### config.mk
export PLATFORM = sky130hd
export DESIGN_NAME = flash_cmd_decoder
export DESIGN_NICKNAME = d
export VERILOG_FILES = /design/src/rtl/flash_cmd_pkg.sv /design/src/rtl/fcd_seq.sv /design/src/rtl/fcd_window.sv /design/src/rtl/fcd_mode.sv /design/src/rtl/flash_cmd_decoder.sv
export SDC_FILE = /design/constraint.sdc
export NUM_CORES = 1
export LEC_CHECK = 0
export ABC_AREA = 1
export BUFFER_PORTS_ARGS = -buffer_cell sky130_fd_sc_hd__buf_2
export CORE_MARGIN = 2
export CORE_UTILIZATION = 48
export CTS_CLUSTER_DIAMETER = 100
export CTS_CLUSTER_SIZE = 30
export DETAILED_ROUTE_END_ITERATION = 8
export GPL_TIMING_DRIVEN = 0
export PLACE_DENSITY = 0.76
export SYNTH_ARGS = -nofsm -noshare
export SYNTH_HDL_FRONTEND = slang
export SYNTH_SLANG_ARGS = --single-unit
export TNS_END_PERCENT = 100
### constraint.sdc
create_clock -name clk -period 2.2 [get_ports clk]
set_input_delay 0.22 -clock clk [delete_from_list [all_inputs] [get_ports clk]]
set_output_delay 0.22 -clock clk [all_outputs]
set_load 0.01 [all_outputs]
### src/rtl/flash_cmd_pkg.sv
package flash_cmd_pkg;

    // Command data codes
    localparam logic [7:0] CMD_UNLOCK_A = 8'hAA;
    localparam logic [7:0] CMD_UNLOCK_B = 8'h55;
    localparam logic [7:0] CMD_PROG     = 8'hA0;
    localparam logic [7:0] CMD_ERASE    = 8'h80;
    localparam logic [7:0] CMD_CHIP     = 8'h10;
    localparam logic [7:0] CMD_SECT     = 8'h30;
    localparam logic [7:0] CMD_SUSP     = 8'hB0;
    localparam logic [7:0] CMD_ID       = 8'h90;
    localparam logic [7:0] CMD_RST      = 8'hF0;

    // Command address compare on the low bits only
    localparam int                CMD_AW = 11;
    localparam logic [CMD_AW-1:0] ADR_A  = 11'h555;
    localparam logic [CMD_AW-1:0] ADR_B  = 11'h2AA;

    typedef enum logic [1:0] {
        MODE_READ = 2'd0,
        MODE_ID   = 2'd1,
        MODE_BUSY = 2'd2,
        MODE_SUSP = 2'd3
    } mode_e;

    typedef enum logic [2:0] {
        SQ_IDLE,
        SQ_UNL1,
        SQ_UNL2,
        SQ_PGM,
        SQ_ERA1,
        SQ_ERA2,
        SQ_ERA3,
        SQ_SLOAD
    } seq_e;

    typedef enum logic [3:0] {
        EV_NONE,
        EV_PROG,
        EV_CHIP,
        EV_SFIRST,
        EV_SADD,
        EV_SUSP,
        EV_RESUME,
        EV_ID,
        EV_RESET,
        EV_ABORT
    } ev_e;

    typedef struct packed {
        logic prog;
        logic chip;
        logic sect;
        logic susp;
        logic resume;
        logic id;
        logic rst;
    } pulse_t;

    function automatic logic cyc_match(
        input logic [CMD_AW-1:0] a,
        input logic [7:0]        d,
        input logic [CMD_AW-1:0] exp_a,
        input logic [7:0]        exp_d
    );
        return (a == exp_a) && (d == exp_d);
    endfunction

endpackage

### src/rtl/fcd_seq.sv
module fcd_seq
    import flash_cmd_pkg::*;
(
    input  logic              clk,
    input  logic              rst,
    input  logic              wr_en,
    input  logic [CMD_AW-1:0] cmd_addr,
    input  logic [7:0]        cmd_data,
    input  mode_e             mode,
    input  logic              busy_sect,
    input  logic              win_expire,
    output ev_e               ev
);

    seq_e st_q;
    seq_e st_d;

    always_comb begin
        ev   = EV_NONE;
        st_d = st_q;
        if (wr_en) begin
            case (mode)
                MODE_BUSY: begin
                    if (busy_sect && (cmd_data == CMD_SUSP)) begin
                        ev = EV_SUSP;
                    end
                end
                MODE_SUSP: begin
                    if (cmd_data == CMD_SECT) begin
                        ev = EV_RESUME;
                    end
                end
                default: begin
                    if (st_q == SQ_PGM) begin
                        ev   = EV_PROG;
                        st_d = SQ_IDLE;
                    end else if (cmd_data == CMD_RST) begin
                        ev   = EV_RESET;
                        st_d = SQ_IDLE;
                    end else begin
                        ev   = EV_ABORT;
                        st_d = SQ_IDLE;
                        case (st_q)
                            SQ_IDLE, SQ_ERA1: begin
                                if (cyc_match(cmd_addr, cmd_data, ADR_A, CMD_UNLOCK_A)) begin
                                    ev   = EV_NONE;
                                    st_d = (st_q == SQ_IDLE) ? SQ_UNL1 : SQ_ERA2;
                                end
                            end
                            SQ_UNL1, SQ_ERA2: begin
                                if (cyc_match(cmd_addr, cmd_data, ADR_B, CMD_UNLOCK_B)) begin
                                    ev   = EV_NONE;
                                    st_d = (st_q == SQ_UNL1) ? SQ_UNL2 : SQ_ERA3;
                                end
                            end
                            SQ_UNL2: begin
                                if (cmd_addr == ADR_A) begin
                                    case (cmd_data)
                                        CMD_PROG: begin
                                            ev   = EV_NONE;
                                            st_d = SQ_PGM;
                                        end
                                        CMD_ERASE: begin
                                            ev   = EV_NONE;
                                            st_d = SQ_ERA1;
                                        end
                                        CMD_ID: begin
                                            ev   = EV_ID;
                                            st_d = SQ_IDLE;
                                        end
                                        default: ;
                                    endcase
                                end
                            end
                            SQ_ERA3: begin
                                if (cyc_match(cmd_addr, cmd_data, ADR_A, CMD_CHIP)) begin
                                    ev   = EV_CHIP;
                                    st_d = SQ_IDLE;
                                end else if (cmd_data == CMD_SECT) begin
                                    ev   = EV_SFIRST;
                                    st_d = SQ_SLOAD;
                                end
                            end
                            SQ_SLOAD: begin
                                if (cmd_data == CMD_SECT) begin
                                    ev   = EV_SADD;
                                    st_d = SQ_SLOAD;
                                end
                            end
                            default: ;
                        endcase
                    end
                end
            endcase
        end else if ((st_q == SQ_SLOAD) && win_expire) begin
            st_d = SQ_IDLE;
        end
    end

    always_ff @(posedge clk) begin
        if (rst) begin
            st_q <= SQ_IDLE;
        end else begin
            st_q <= st_d;
        end
    end

endmodule

### src/rtl/fcd_window.sv
module fcd_window
    import flash_cmd_pkg::*;
#(
    parameter  int SECT_BITS = 3,
    parameter  int WIN_W     = 8,
    localparam int NSECT     = 1 << SECT_BITS
) (
    input  logic                 clk,
    input  logic                 rst,
    input  logic                 wr_en,
    input  logic [SECT_BITS-1:0] sect_idx,
    input  logic [WIN_W-1:0]     window,
    input  ev_e                  ev,
    output logic                 expire,
    output logic [NSECT-1:0]     pend
);

    logic             active_q;
    logic [WIN_W-1:0] cnt_q;
    logic [NSECT-1:0] sel;

    for (genvar g = 0; g < NSECT; g++) begin : g_dec
        assign sel[g] = (sect_idx == SECT_BITS'(g));
    end

    assign expire = active_q && !wr_en && (cnt_q == '0);

    always_ff @(posedge clk) begin
        if (rst) begin
            active_q <= 1'b0;
            cnt_q    <= '0;
            pend     <= '0;
        end else begin
            case (ev)
                EV_SFIRST: begin
                    active_q <= 1'b1;
                    cnt_q    <= window;
                    pend     <= sel;
                end
                EV_SADD: begin
                    cnt_q <= window;
                    pend  <= pend | sel;
                end
                EV_ABORT, EV_RESET: begin
                    active_q <= 1'b0;
                    pend     <= '0;
                end
                default: begin
                    if (expire) begin
                        active_q <= 1'b0;
                        pend     <= '0;
                    end else if (active_q && !wr_en && (cnt_q != '0)) begin
                        cnt_q <= cnt_q - WIN_W'(1);
                    end
                end
            endcase
        end
    end

endmodule

### src/rtl/fcd_mode.sv
module fcd_mode
    import flash_cmd_pkg::*;
#(
    parameter  int ADDR_W    = 19,
    parameter  int SECT_BITS = 3,
    localparam int NSECT     = 1 << SECT_BITS
) (
    input  logic              clk,
    input  logic              rst,
    input  ev_e               ev,
    input  logic              expire,
    input  logic [NSECT-1:0]  pend,
    input  logic [NSECT-1:0]  prot_mask,
    input  logic              op_done,
    input  logic [ADDR_W-1:0] wr_addr,
    input  logic [7:0]        wr_data,
    output mode_e             mode,
    output logic              busy_sect,
    output pulse_t            pls,
    output logic [ADDR_W-1:0] prog_addr,
    output logic [7:0]        prog_data,
    output logic [NSECT-1:0]  erase_mask
);

    logic [NSECT-1:0] sect_sel;
    logic [NSECT-1:0] chip_sel;

    assign sect_sel = pend & ~prot_mask;
    assign chip_sel = ~prot_mask;

    always_ff @(posedge clk) begin
        if (rst) begin
            mode       <= MODE_READ;
            busy_sect  <= 1'b0;
            pls        <= '0;
            prog_addr  <= '0;
            prog_data  <= '0;
            erase_mask <= '0;
        end else begin
            pls <= '0;
            if ((mode == MODE_BUSY) && op_done) begin
                mode <= MODE_READ;
            end else if (expire) begin
                if (sect_sel != '0) begin
                    pls.sect   <= 1'b1;
                    erase_mask <= sect_sel;
                    busy_sect  <= 1'b1;
                    mode       <= MODE_BUSY;
                end else begin
                    mode <= MODE_READ;
                end
            end else begin
                case (ev)
                    EV_PROG: begin
                        pls.prog  <= 1'b1;
                        prog_addr <= wr_addr;
                        prog_data <= wr_data;
                        busy_sect <= 1'b0;
                        mode      <= MODE_BUSY;
                    end
                    EV_CHIP: begin
                        if (chip_sel != '0) begin
                            pls.chip   <= 1'b1;
                            erase_mask <= chip_sel;
                            busy_sect  <= 1'b0;
                            mode       <= MODE_BUSY;
                        end else begin
                            mode <= MODE_READ;
                        end
                    end
                    EV_SUSP: begin
                        pls.susp <= 1'b1;
                        mode     <= MODE_SUSP;
                    end
                    EV_RESUME: begin
                        pls.resume <= 1'b1;
                        mode       <= MODE_BUSY;
                    end
                    EV_ID: begin
                        pls.id <= 1'b1;
                        mode   <= MODE_ID;
                    end
                    EV_RESET: begin
                        pls.rst <= 1'b1;
                        mode    <= MODE_READ;
                    end
                    EV_ABORT: begin
                        mode <= MODE_READ;
                    end
                    default: ;
                endcase
            end
        end
    end

endmodule

### src/rtl/flash_cmd_decoder.sv
module flash_cmd_decoder
    import flash_cmd_pkg::*;
#(
    parameter  int ADDR_W    = 19,
    parameter  int SECT_BITS = 3,
    parameter  int WIN_W     = 8,
    localparam int NSECT     = 1 << SECT_BITS
) (
    input  logic              clk,
    input  logic              rst,
    input  logic              wr_en,
    input  logic [ADDR_W-1:0] wr_addr,
    input  logic [7:0]        wr_data,
    input  logic              op_done,
    input  logic [NSECT-1:0]  prot_mask,
    input  logic [WIN_W-1:0]  load_window,
    output logic [1:0]        mode,
    output logic              start_prog,
    output logic              start_chip_erase,
    output logic              start_sector_erase,
    output logic              start_suspend,
    output logic              start_resume,
    output logic              start_id,
    output logic              start_reset,
    output logic [ADDR_W-1:0] prog_addr,
    output logic [7:0]        prog_data,
    output logic [NSECT-1:0]  erase_mask
);

    ev_e              ev;
    mode_e            mode_q;
    logic             busy_sect;
    logic             expire;
    logic [NSECT-1:0] pend;
    pulse_t           pls;

    fcd_seq u_seq (
        .clk        (clk),
        .rst        (rst),
        .wr_en      (wr_en),
        .cmd_addr   (wr_addr[CMD_AW-1:0]),
        .cmd_data   (wr_data),
        .mode       (mode_q),
        .busy_sect  (busy_sect),
        .win_expire (expire),
        .ev         (ev)
    );

    fcd_window #(
        .SECT_BITS (SECT_BITS),
        .WIN_W     (WIN_W)
    ) u_window (
        .clk      (clk),
        .rst      (rst),
        .wr_en    (wr_en),
        .sect_idx (wr_addr[ADDR_W-1 -: SECT_BITS]),
        .window   (load_window),
        .ev       (ev),
        .expire   (expire),
        .pend     (pend)
    );

    fcd_mode #(
        .ADDR_W    (ADDR_W),
        .SECT_BITS (SECT_BITS)
    ) u_mode (
        .clk        (clk),
        .rst        (rst),
        .ev         (ev),
        .expire     (expire),
        .pend       (pend),
        .prot_mask  (prot_mask),
        .op_done    (op_done),
        .wr_addr    (wr_addr),
        .wr_data    (wr_data),
        .mode       (mode_q),
        .busy_sect  (busy_sect),
        .pls        (pls),
        .prog_addr  (prog_addr),
        .prog_data  (prog_data),
        .erase_mask (erase_mask)
    );

    assign mode               = mode_q;
    assign start_prog         = pls.prog;
    assign start_chip_erase   = pls.chip;
    assign start_sector_erase = pls.sect;
    assign start_suspend      = pls.susp;
    assign start_resume       = pls.resume;
    assign start_id           = pls.id;
    assign start_reset        = pls.rst;

endmodule

==> results.sh, run 1 <==
export IMPL_status="finished clean"
export IMPL_wire_per_inst_um=12.8
export IMPL_io_buffers=90
export IMPL_clk_latency_ns=0.35
export IMPL_instances_no_fill=737
export IMPL_crit_required_ns=2.45
export IMPL_reg2reg_from="u_seq.st_q[0]"
export IMPL_ff2ff_path_depth=17
export IMPL_leakagePower_nw=2.14
export IMPL_routabilityCongestion=0.953
export IMPL_vdd_drop_max_mv=0.441
export IMPL_ys_warn_count=0
export IMPL_synth_ff_type="dfxtp_1"
export IMPL_cp_start_kind="flop"
export IMPL_synth_top_cell_area_share=0.368
export IMPL_yosysSeqAreaShare=0.368
export IMPL_power_mw=3.25
export IMPL_cts_inserted_buffers=9
export IMPL_ioPinCount=91
export IMPL_grt_overflow_total=0
export IMPL_slew_limit_headroom=0.641
export IMPL_die_h_um=89.8
export IMPL_worst_slew_pin_slew_ns=0.539
export IMPL_end_kind="flop"
export IMPL_placed_cell_area_mm2=0.00411
export IMPL_drt_first_pass_iters=4
export IMPL_start_util=0.492
export IMPL_synth_most_common_cell="nand2_1"
export IMPL_worstHoldStart="rst"
export IMPL_hold_ws_ns=0.0759
export IMPL_synth_seq_cells=65
export IMPL_syn_to_final_growth_pct=28.3
export IMPL_cts_root_buf="clkbuf_8"
export IMPL_coreArea_mm2=0.00718
export IMPL_setup_viol=0
export IMPL_layout_nets=681
export IMPL_insertedDiodeCount=0
export IMPL_cp_arrival_ns=2.36
export IMPL_whs_endpoint="u_seq.st_q[0]"
export IMPL_r2r_slack_ns=0.09
export IMPL_yosys_top_cells_area="dfxtp_1, nand2_1, nor2_1"
export IMPL_p_per_area_mw_per_mm2=717
export IMPL_drt_iter0_markers=237
export IMPL_place_inst=715
export IMPL_worst_path_max_fanout=10
export IMPL_synth_distinct_cells=35
export IMPL_rr_endpoint="u_mode.prog_addr[5]"
export IMPL_fp_dieW_um=89.8
export IMPL_critPathKind="reg2reg"
export IMPL_finalClockSkew_ns=0.0106
export IMPL_syn_avg_cell_area_um2=6.72
export IMPL_whs_path_depth=2
export IMPL_synthArstFlopShare=0
export IMPL_rows=31
export IMPL_antenna_found_initial=0
export IMPL_vias=3739
export IMPL_synth_area_mm2=0.00353
export IMPL_dp_hpwl_um=7090
export IMPL_grt_max_degree=14
export IMPL_fin_ws_ns=0.0924
export IMPL_clock_path_buffers=2
export IMPL_synth_common_cells="nand2_1, nor2_1, dfxtp_1"
export IMPL_grt_pass1_vias=3399
export IMPL_period_minus_slack_ns=2.11
export IMPL_drc=0
export IMPL_cts_tree="yes"
export IMPL_grt_total_usage=0.228
export IMPL_drive_above_1_share=0.282
export IMPL_routed_wirelength_um=9450
export IMPL_dieArea_mm2=0.00806
export IMPL_clkTransAtPathRegs_ns=0.08
export IMPL_ant_nets=0
export IMPL_syn_instance_count=526
export IMPL_final_area_mm2=0.00453
export IMPL_hold_viol=0
export IMPL_grt_pass1_wl_um=15300
export IMPL_via_per_inst=5.07
export IMPL_slew_viol_final=0
export IMPL_fin_crit_sh=0.958
export IMPL_clock_sinks=65
export IMPL_min_path_type="in2reg"
export IMPL_fmax_mhz=474
export IMPL_synth_edff_count=0
export IMPL_syn_nets=574
export IMPL_cap_violations=0
export IMPL_h_tree_depth=3
export IMPL_post_place_ws_ns=-0.284
export IMPL_yosys_area_top_type="dfxtp_1"
[power breakdown]
part	internal [mW]	switching, mW	leakage (nW)
Clock	0.767	0.532	0.125
Combinational	0.263	0.399	1.49
Sequential	1.25	0.0398	0.532
[per-stage QoR]
stage               utilization  TNS, ns
floorplan                     -        0
global route              0.632   -0.436
CTS                       0.610        0
global placement          0.572    -2.34
detailed placement        0.572    -3.61
finish                    0.632        0
[placed cells by master (no fill, tap or decap), types with 2 or more instances in the layout]
cell type and n:
nor2_1 89, a21oi_4 2, buf_4 6, o21ai_0 28, nor2_4 4, clkbuf_8 9, inv_1 49, xor2_1 6
nand2_2 9, nand3_4 2, buf_6 5, nand2_4 3, nor3_2 2, inv_6 3, dfxtp_4 3, buf_2 93
clkbuf_1 4, nand4_1 14, nand2_1 104, nand2_8 3, bufinv_16 3, nor2_2 9, a21oi_1 45, dfxtp_1 61
nand4_2 2, inv_2 11, nor3_4 4, nor3_1 10, nand3_1 41
[worst max-delay path, stage by stage, from the launching register on]
cell	delay (ns)
dfxtp_4	0.41
inv_2	0.09
nor3_4	0.21
nand2_1	0.09
nand2_1	0.07
nor2_1	0.04
nand2_1	0.07
nand2_2	0.07
nand2_4	0.10
nand2_8	0.08
inv_2	0.09
nand2_2	0.07
nor2_4	0.10
buf_12	0.13
inv_2	0.04
buf_4	0.16
nor2_1	0.13
nor2_1	0.06
[area by class of cell]
type / count / area [µm²]
Clock buffer: 9 / 124
Sequential cell: 65 / 1310
Fill cell: 638 / 2640
Clock inverter: 7 / 125
Multi-Input combinational cell: 387 / 2010
Timing Repair Buffer: 96 / 508
Tap cell: 99 / 124
Inverter: 61 / 231
Buffer: 13 / 93.8
[what timing repair did]
| action | in CTS | in global routing |
|---|---|---|
| buffers inserted | 1 | 5 |
| hold buffers | 0 | 0 |
| resized for setup | 5 | 31 |
| endpoints found under the setup margin | 34 | 55 |
| pin swaps | 1 | 4 |
[registers in the layout, indices dropped and copies added (netlist names)]
signal and count:
u_mode.pls 7, u_mode.busy_sect 1, u_seq.st_q 3, u_mode.prog_addr 19
u_window.active_q 1, u_mode.prog_data 8, u_mode.mode 2, u_window.pend 8
u_window.cnt_q 8, u_mode.erase_mask 8
[how the worst max path moves through the flow]
stage                       from                    to  slack, ns  cells after the start
2_1_floorplan  u_window.cnt_q[0]      u_mode.busy_sect       0.19                     11
3_3_place_gp   u_window.cnt_q[0]  u_mode.erase_mask[7]      -0.22                     11
3_5_place_dp   u_window.cnt_q[0]  u_mode.erase_mask[0]      -0.28                     11
4_1_cts        u_window.cnt_q[0]  u_mode.erase_mask[0]     0.0007                     11
5_1_grt            u_seq.st_q[0]   u_mode.prog_data[5]      -0.05                     17
6_report           u_seq.st_q[0]   u_mode.prog_addr[5]       0.09                     17
[metal layers]
metal	share of wire	GRT usage
met1	0.47	0.300
met3	0.067	0.0620
met2	0.45	0.362
met5	0	0
met4	0.015	0.0846
[kinds of logic (layout without fill, tap and decap cells)]
| kind of cell | after synthesis | in the layout | share of synthesized area |
|---|---|---|---|
| and+or+nand+nor | 300 | 300 | 0.408 |
| AOI/OAI and AO/OA | 80 | 80 | 0.118 |
| buffers and inverters | 74 | 186 | 0.0868 |
| DFF | 65 | 65 | 0.368 |
| xor gates and xnor gates | 6 | 6 | 0.0149 |
| adders and majority gates | 1 | 1 | 0.00354 |
Note: power is estimated with default switching activity, not from simulation.
==> inputs of run 2 (changes only) <==
--- a/config.mk
+++ b/config.mk
@@ -7,10 +7,9 @@
 export LEC_CHECK = 0
 export ABC_AREA = 1
 export BUFFER_PORTS_ARGS = -buffer_cell sky130_fd_sc_hd__buf_2
-export CORE_MARGIN = 2
 export CORE_UTILIZATION = 48
-export CTS_CLUSTER_DIAMETER = 100
-export CTS_CLUSTER_SIZE = 30
+export CTS_CLUSTER_DIAMETER = 40
+export CTS_CLUSTER_SIZE = 14
 export DETAILED_ROUTE_END_ITERATION = 8
 export GPL_TIMING_DRIVEN = 0
 export PLACE_DENSITY = 0.76
==> run 2 against run 1 <==
Effect of this change:
- hold slack lost 0.0022 ns
- count of clock-buffer cells in the layout increased by 1
- sequential cell count is the same
- clock skew increased by 0.0044 ns
- total power is 6.9% lower
- sequential power barely moved
- via count is 1.7% higher
- clock power down 16%
- global-route usage rose by 3.0 points
- register-to-register slack hardly changed
- routed wire length grew 2.3%
- largest power group is now registers
==> results.sh, run 2 (same netlist as run 1, synthesis figures left out) <==
export IMPL_status="finished clean"
export IMPL_setup_tns_ns=0
export IMPL_insertedDiodeCount=0
export IMPL_critPathKind="reg2reg"
export IMPL_cts_inserted_buffers=9
export IMPL_h_tree_depth=3
export IMPL_cp_start_kind="flop"
export IMPL_grt_max_degree=14
export IMPL_cts_root_buf="clkbuf_8"
export IMPL_cts_hold_buf=0
export IMPL_p_per_area_mw_per_mm2=681
export IMPL_drt_iter0_markers=220
export IMPL_setup_viol=0
export IMPL_hold_viol=0
export IMPL_drive_above_1_share=0.282
export IMPL_wire_per_inst_um=13.2
export IMPL_hold_ws_ns=0.0737
export IMPL_period_minus_slack_ns=2.09
export IMPL_start_util=0.509
export IMPL_largest_reg_flops=19
export IMPL_clkTransAtPathRegs_ns=0.07
export IMPL_mostFrequentLayoutCell="nand2_1"
export IMPL_cap_violations=0
export IMPL_placed_cell_area_mm2=0.00410
export IMPL_coreArea_mm2=0.00694
export IMPL_crit_start="u_mode.mode[1]"
export IMPL_fmax_mhz=478
export IMPL_vias=3802
export IMPL_grt_pass1_vias=3469
export IMPL_cts_tree="yes"
export IMPL_clock_path_buffers=2
export IMPL_layout_nets=677
export IMPL_worst_path_max_delay_cell="dfxtp_2"
export IMPL_grt_pass1_wl_um=15400
export IMPL_clock_sinks=65
export IMPL_fin_crit_sh=0.951
export IMPL_routed_wirelength_um=9670
export IMPL_reg2reg_from="u_mode.mode[1]"
export IMPL_io_buffers=90
export IMPL_die_h_um=87.8
export IMPL_dp_hpwl_um=7250
export IMPL_worstHoldStart="rst"
export IMPL_rows=30
export IMPL_clk_latency_ns=0.36
export IMPL_layout_common_cells="nand2_1, buf_2, nor2_1, dfxtp_1, inv_1"
export IMPL_path_common_cell="nand2_1"
export IMPL_slew_viol_final=0
export IMPL_via_per_inst=5.21
export IMPL_dieArea_mm2=0.00771
export IMPL_crit_required_ns=2.46
export IMPL_worst_slew_pin_slew_ns=0.547
export IMPL_top_register="u_mode.prog_addr"
export IMPL_syn_to_final_growth_pct=25.8
export IMPL_min_path_type="in2reg"
export IMPL_rsz0062_at_grt="true"
export IMPL_final_area_mm2=0.00445
export IMPL_slew_limit_headroom=0.632
export IMPL_grt_total_usage=0.259
export IMPL_cp_slowest_stage_delay_ns=0.34
export IMPL_crit_chain="inv_1 -> nand2_1 -> nor3_2 -> nand2_1 -> nand2_1 -> nand4_1 -> inv_1 -> nor2_1 -> nand3_1 -> nand2_1 -> nor2_1"
export IMPL_finalClockSkew_ns=0.0150
export IMPL_leakagePower_nw=2.09
export IMPL_end_kind="flop"
export IMPL_grt_overflow_total=0
export IMPL_worst_path_max_fanout=5
export IMPL_fp_dieW_um=87.8
export IMPL_drt_first_pass_iters=5
export IMPL_antenna_found_initial=0
export IMPL_fill_cells=627
export IMPL_drc=0
export IMPL_cp_arrival_ns=2.35
export IMPL_ioPinCount=91
export IMPL_vdd_drop_max_mv=0.403
export IMPL_ant_nets=0
export IMPL_routabilityCongestion=0.937
## run 2: where the power goes
group          switching (mW)  internal, mW
Clock                   0.517         0.570
Sequential             0.0423          1.25
Combinational           0.400         0.248
## run 2: repair_timing
action                                  in CTS  in global routing
pin swaps                                    0                  4
gates resized for setup                      3                 36
endpoints found under the setup margin       9                 55
setup buffers                                0                  3
## run 2: metal layers
layer  share of wire  wire length, µm  up-vias  global-route usage
met5               0                0        -                   0
met3           0.066              634       14              0.0735
li1                -                -     1914                   -
met2            0.47             4590      144               0.426
met4           0.015              148        0              0.0894
met1            0.44             4300     1730               0.324
## run 2: critical path, delay by kind of cell, from the launching register on
family / cells / cell delay, ns
buf+inv: 2 / 0.31
simple gates: 9 / 1.34
flops: 1 / 0.34
## run 2: final timing paths
check | endpoint | slack (ns) | cells after the start
worst max-delay path | u_mode.mode[1] | 0.11 | 11
worst min-delay path | u_seq.st_q[0] | 0.07 | 2
worst max register to register | u_mode.mode[1] | 0.11 | 11
worst min register to register | u_mode.erase_mask[3] | 0.47 | 2
## run 2: per-stage QoR
step | power (mW) | util | setup slack (ns) | std cells
global route | 3.17 | 0.640 | -0.0497 | 730
detailed placement | 1.92 | 0.591 | -0.242 | 712
global placement | 1.91 | 0.591 | -0.204 | 712
CTS | 3.00 | 0.623 | 0.00489 | 728
floorplan | 1.71 | - | 0.192 | 526
finish | 3.03 | 0.640 | 0.107 | 730
## run 2: final cells by class
| class | count | area, µm² | share of cell area |
|---|---|---|---|
| inverter | 61 | 234 | 0.0526 |
| timing repair buffer | 93 | 473 | 0.106 |
| buffer | 12 | 81.3 | 0.0183 |
| clock inverter | 6 | 73.8 | 0.0166 |
| sequential | 65 | 1310 | 0.295 |
| tap | 96 | 120 | 0.0270 |
| multi-input combinational | 387 | 2010 | 0.453 |
| clock buffer | 10 | 138 | 0.0310 |
